**config.mk**
```make
export PLATFORM = sky130hd
export DESIGN_NAME = lightIntegCtrl
export DESIGN_NICKNAME = d
export VERILOG_FILES = /design/src/rtl/licPkg.sv /design/src/rtl/licControl.sv /design/src/rtl/licDatapath.sv /design/src/rtl/lightIntegCtrl.sv
export SDC_FILE = /design/constraint.sdc
export NUM_CORES = 1
export LEC_CHECK = 0
export BUFFER_PORTS_ARGS = -buffer_cell sky130_fd_sc_hd__buf_2
export CORE_MARGIN = 8
export CORE_UTILIZATION = 40
export CTS_BUF_LIST = sky130_fd_sc_hd__clkbuf_8 sky130_fd_sc_hd__clkbuf_16
export CTS_CLUSTER_SIZE = 28
export DETAILED_ROUTE_END_ITERATION = 8
export GPL_ROUTABILITY_DRIVEN = 0
export SLEW_MARGIN = 10
export SYNTH_ARGS = -nofsm -noshare
export SYNTH_HDL_FRONTEND = slang
export SYNTH_SLANG_ARGS = --single-unit
```
**constraint.sdc**
```tcl
create_clock -name clk -period 2.3 [get_ports clk]
set_input_delay 0.23 -clock clk [delete_from_list [all_inputs] [get_ports clk]]
set_output_delay 0.23 -clock clk [all_outputs]
set_load 0.05 [all_outputs]
```
**src/rtl/licPkg.sv**
```systemverilog
package licPkg;
  localparam int DATA_W_DEF   = 8;
  localparam int RES_STEP_DEF = 4;
  // command field positions (decoded by neighbouring logic)
  localparam int SEL_BIT   = 7;
  localparam int MODE_BIT  = 4;
  localparam int RES_HI    = 3;
  localparam int RES_LO    = 2;
  localparam logic [1:0] TIMER_RES_CODE = 2'b01;

  typedef struct packed {
    logic clearCnt;
    logic loadRes;
    logic selTimer;
  } ctlStrobe_t;
endpackage

```
**src/rtl/licControl.sv**
```systemverilog
module licControl
  import licPkg::*;
#(
  parameter int CMD_W = DATA_W_DEF
) (
  input  logic             clk,
  input  logic             rstN,
  input  logic             cmdWr,
  input  logic [CMD_W-1:0] cmdData,
  input  logic             syncPulse,
  input  logic             lastTick,
  output logic [CMD_W-1:0] cmdQ,
  output logic             extMode,
  output ctlStrobe_t       strobe
);
  logic winOpen;

  assign extMode = cmdQ[MODE_BIT];

  always_comb begin
    strobe = '0;
    strobe.selTimer = extMode && cmdQ[SEL_BIT] && (cmdQ[RES_HI:RES_LO] == TIMER_RES_CODE);
    if (cmdWr) begin
      strobe.clearCnt = 1'b1;
    end else if (extMode) begin
      if (syncPulse) begin
        strobe.clearCnt = 1'b1;
        strobe.loadRes  = winOpen;
      end
    end else if (lastTick) begin
      strobe.clearCnt = 1'b1;
      strobe.loadRes  = 1'b1;
    end
  end

  always_ff @(posedge clk) begin
    if (!rstN) begin
      cmdQ    <= '0;
      winOpen <= 1'b0;
    end else if (cmdWr) begin
      cmdQ    <= cmdData;
      winOpen <= 1'b0;
    end else if (extMode && syncPulse) begin
      winOpen <= 1'b1;
    end
  end
endmodule

```
**src/rtl/licDatapath.sv**
```systemverilog
module licDatapath
  import licPkg::*;
#(
  parameter int CNT_W    = 2 * DATA_W_DEF,
  parameter int RES_STEP = RES_STEP_DEF
) (
  input  logic             clk,
  input  logic             rstN,
  input  logic             oscTick,
  input  logic             photoPulse,
  input  logic [1:0]       resCode,
  input  logic             extMode,
  input  ctlStrobe_t       strobe,
  output logic             lastTick,
  output logic [CNT_W-1:0] result,
  output logic             done
);
  localparam logic [CNT_W-1:0] ALL_ONES = {CNT_W{1'b1}};

  logic [CNT_W-1:0] cycleCnt, cycNext;
  logic [CNT_W-1:0] pulseCnt, pulseNext;
  logic [CNT_W-1:0] lenMax, satMax;

  always_comb begin
    lenMax = ALL_ONES >> (RES_STEP * resCode);
    satMax = extMode ? ALL_ONES : lenMax;
    cycNext = cycleCnt;
    if (oscTick && (cycleCnt != ALL_ONES)) cycNext = cycleCnt + CNT_W'(1);
    pulseNext = pulseCnt;
    if (photoPulse && (pulseCnt < satMax)) pulseNext = pulseCnt + CNT_W'(1);
  end

  assign lastTick = oscTick && (cycleCnt == lenMax);

  always_ff @(posedge clk) begin
    if (!rstN) begin
      cycleCnt <= '0;
      pulseCnt <= '0;
      result   <= '0;
      done     <= 1'b0;
    end else begin
      if (strobe.clearCnt) begin
        cycleCnt <= '0;
        pulseCnt <= '0;
      end else begin
        cycleCnt <= cycNext;
        pulseCnt <= pulseNext;
      end
      if (strobe.loadRes) result <= strobe.selTimer ? cycNext : pulseNext;
      done <= strobe.loadRes;
    end
  end
endmodule

```
**src/rtl/lightIntegCtrl.sv**
```systemverilog
module lightIntegCtrl
  import licPkg::*;
#(
  parameter int DATA_W   = DATA_W_DEF,
  parameter int RES_STEP = RES_STEP_DEF
) (
  input  logic              clk,
  input  logic              rstN,
  input  logic              regWrEn,
  input  logic [1:0]        regAddr,
  input  logic [DATA_W-1:0] regWrData,
  output logic [DATA_W-1:0] regRdData,
  input  logic              oscTick,
  input  logic              syncPulse,
  input  logic              photoPulse,
  output logic [DATA_W-1:0] dataLo,
  output logic [DATA_W-1:0] dataHi,
  output logic [1:0]        rangeCode,
  output logic              convDone
);
  localparam int CNT_W = 2 * DATA_W;

  logic [DATA_W-1:0] cmdQ;
  logic              extMode, lastTick, cmdWr;
  logic [CNT_W-1:0]  result;
  ctlStrobe_t        strobe;

  assign cmdWr = regWrEn && (regAddr == 2'd0);

  licControl #(.CMD_W(DATA_W)) u_ctl (
    .clk(clk), .rstN(rstN), .cmdWr(cmdWr), .cmdData(regWrData),
    .syncPulse(syncPulse), .lastTick(lastTick),
    .cmdQ(cmdQ), .extMode(extMode), .strobe(strobe)
  );

  licDatapath #(.CNT_W(CNT_W), .RES_STEP(RES_STEP)) u_dp (
    .clk(clk), .rstN(rstN), .oscTick(oscTick), .photoPulse(photoPulse),
    .resCode(cmdQ[RES_HI:RES_LO]), .extMode(extMode), .strobe(strobe),
    .lastTick(lastTick), .result(result), .done(convDone)
  );

  assign dataLo    = result[DATA_W-1:0];
  assign dataHi    = result[CNT_W-1:DATA_W];
  assign rangeCode = cmdQ[1:0];

  always_comb begin
    case (regAddr)
      2'd0:    regRdData = cmdQ;
      2'd1:    regRdData = dataLo;
      2'd2:    regRdData = dataHi;
      default: regRdData = '0;
    endcase
  end
endmodule

```
==> impl_metrics.yaml <==
die:
  core-area_mm2: 0.00773
  die-area_mm2: 0.0111
  boundaryPins: 43
  rows: 32
  die_w_um: 105
  die_h_um: 105
  initial_core_util_pct: 41.2
synth:
  ys_seq_elements: 58
  post_synth_num_cell_types: 51
  ys_warn_count: 0
  syn_nets: 425
  synth_async_sr_flop_share_pct: 0
  syn_inst: 402
  syn_area_mm2: 0.00318
  ys_seq_area_share_pct: 36.5
  syn_area_per_cell_um2: 7.92
  synth_flop_cell: "dfxtp_1"
  synth_edf_count: 0
setup_path:
  cp_cell_sequence: "and3b_1 -> ha_1 -> a311oi_2 -> a211oi_2 -> a211o_1 -> buf_12 -> or3_1 -> a31oi_1 -> o21ai_1"
  cp-startpoint: "u_ctl.cmdQ[4]"
  reg2reg_from: "u_ctl.cmdQ[4]"
  slowest_delay_ns: 0.36
  critPathTopFamily: "compound AO/OA/AOI/OAI gates"
  crit_type: "reg2reg"
  critPathMaxFanout: 9
  critPathLaunchType: "flop"
  critPathCaptureType: "flop"
  worstPathArrival_ns: 2.62
  path_buf_inv: 1
  r2r_end: "u_dp.result[13]"
  cp.depth: 9
  worstPathRequired_ns: 2.54
  r2r_cells: 9
  slowest_stage: "dfxtp_2"
  timing.reg2reg.setup_slack_ns: -0.08
min_path:
  hold_path_depth: 3
  hold_end: "u_ctl.cmdQ[5]"
  min_from: "regWrData[5]"
  min_path_type: "in2reg"
layout:
  fin_nets: 501
  final_common_cell: "dfxtp_1"
  syn2layout_area_growth_pct: 30.7
  nFillCells: 721
  multi_input_comb_area_mm2: 0.00198
  seqCellArea_mm2: 0.00116
  drive_above_1_share_pct: 29.4
  antennaDiodeCount: 0
  final_cell_mix: "dfxtp_1 (56), nand2_1 (45), buf_4 (45)"
route:
  drc: 0
  first_pass_iters: 6
  drt-total-wl_um: 9600
  dr_total_vias: 3200
  wl_per_cell_um: 16.4
  dr.first_iter.drc_count: 220
  postRouteAntennaNets: 0
  vias_per_cell: 5.47
power:
  p_leak_nw: 1.61
  ir_drop_uv: 336
  p_per_area_mw_per_mm2: 573
global_routing:
  grt_pass1_vias: 3048
  grt_remaining_overflow: 0
  grt_max_degree: 33
  grt_pass1_wl_um: 15300
  antenna_found_initial: 0
  grt_usage_pct: 17.1
sta:
  finalCritPeriodShare_pct: 103
  slew_headroom_pct: 54.1
  finalClockSkew_ns: 0.00712
  rsz0062_at_grt: "true"
  final_max_slew_viol_count: 0
  fmax_mhz: 420
  worstMarginPinSlew_ns: 0.687
  setup_viol: 15
  fin_hold_ws_ns: 0.131
  setup_ws_ns: -0.0794
  min_period_ns: 2.38
  timing.final.hold_violations: 0
clock_tree:
  clk_pin_slew_ns: 0.07
  cts_tree: "yes"
  insertion_delay_ns: 0.34
  cts_made_buffers: 9
  htree_levels: 3
  root_buffer: "clkbuf_8"
  cts_max_path_buffers: 2
  clkSinkCount: 58
  postCtsHoldBufs: 0
outcome:
  violations: "negative setup slack"
  outcome: "finished, violations left"
place:
  dpl.hpwl_um: 7310
  port_buffers: 42
  post-place-ws_ns: -0.0710
run:
  maxCapViolCount: 0
==> area by class of cell <==
class / instances / area share (%)
clock buffers: 9 / 2.98
flip-flops and latches: 58 / 28.0
multi-input cells: 311 / 47.5
clock inverters: 7 / 2.80
well taps: 102 / 3.07
inverters: 6 / 0.541
repair buffers: 92 / 15.2
==> stage by stage <==
step,cells,utilization (%),cell area (µm²),total power (W),setup TNS [ns]
final,585,53.9,4160,0.00238,-0.618
after global routing,585,53.9,4160,0.00247,-2.79
after CTS,585,52.5,4060,0.00239,-0.0658
after detailed placement,569,49.2,3800,0.00123,-0.361
after global placement,569,49.2,3800,0.00123,-0.346
after floorplan,402,-,3200,0.00115,0
==> cells in the mapped netlist, types with 11 or more instances <==
| cell | number | area, µm² |
|---|---|---|
| nand3_1 | 16 | 80.1 |
| mux2i_1 | 13 | 130 |
| xnor2_1 | 18 | 158 |
| o21ai_0 | 20 | 100 |
| o22ai_1 | 12 | 75.1 |
| dfxtp_1 | 58 | 1160 |
| nand4_1 | 11 | 68.8 |
| clkbuf_1 | 15 | 56.3 |
| nand2_1 | 46 | 173 |
| a21oi_1 | 33 | 165 |
| nor2_1 | 42 | 158 |
| nor3_1 | 23 | 115 |
==> power by group <==
part / internal (W) / switching, W
sequential: 0.00102 / 0.0000101
combinational: 0.0000834 / 0.000119
clock: 0.000719 / 0.000436
total: 0.00182 / 0.000565
==> tightest hold or removal path, delay by kind of cell <==
| family | cells | cell delay, ns |
|---|---|---|
| simple gates | 1 | 0.04 |
| compound gates | 1 | 0.05 |
| buf+inv | 1 | 0.10 |
==> routing by layer <==
metal | global-route usage (%) | wire length, µm
met4 | 7.54 | 211
met2 | 27.7 | 4610
met3 | 3.81 | 570
met1 | 21.1 | 4210
met5 | 0 | 0
==> repair_timing <==
action	4_1_cts	5_1_grt
setup buffers	0	0
pin swaps	2	9
gates resized for setup	5	21
endpoints found under the setup margin	15	32
==> cells by family (layout without fill, tap and decap cells) <==
| group | count (synthesis) | count (layout) | synth area share, % |
|---|---|---|---|
| AO/OA/AOI/OAI | 94 | 94 | 18.5 |
| AND/OR/NAND/NOR | 175 | 175 | 27.1 |
| XOR/XNOR | 22 | 22 | 6.05 |
| buffers and inverters | 33 | 114 | 5.03 |
| adder cells (fa/ha/maj) | 7 | 7 | 2.75 |
| multiplexers | 13 | 13 | 4.09 |
| flip-flops | 58 | 58 | 36.5 |
==> worst max path at each step <==
stage,to
after floorplan,u_dp.result[13]
after global placement,u_dp.result[8]
after detailed placement,u_dp.result[8]
after CTS,u_dp.result[13]
after global routing,u_dp.result[8]
final,u_dp.result[13]
==> registers in the layout, indices dropped and copies added (netlist names) <==
signal and flops:
u_dp.cycleCnt 16, u_dp.pulseCnt 16, u_dp.result 16, u_ctl.cmdQ 8, u_ctl.winOpen 1, u_dp.done 1
(Power assumes the default switching activity.)
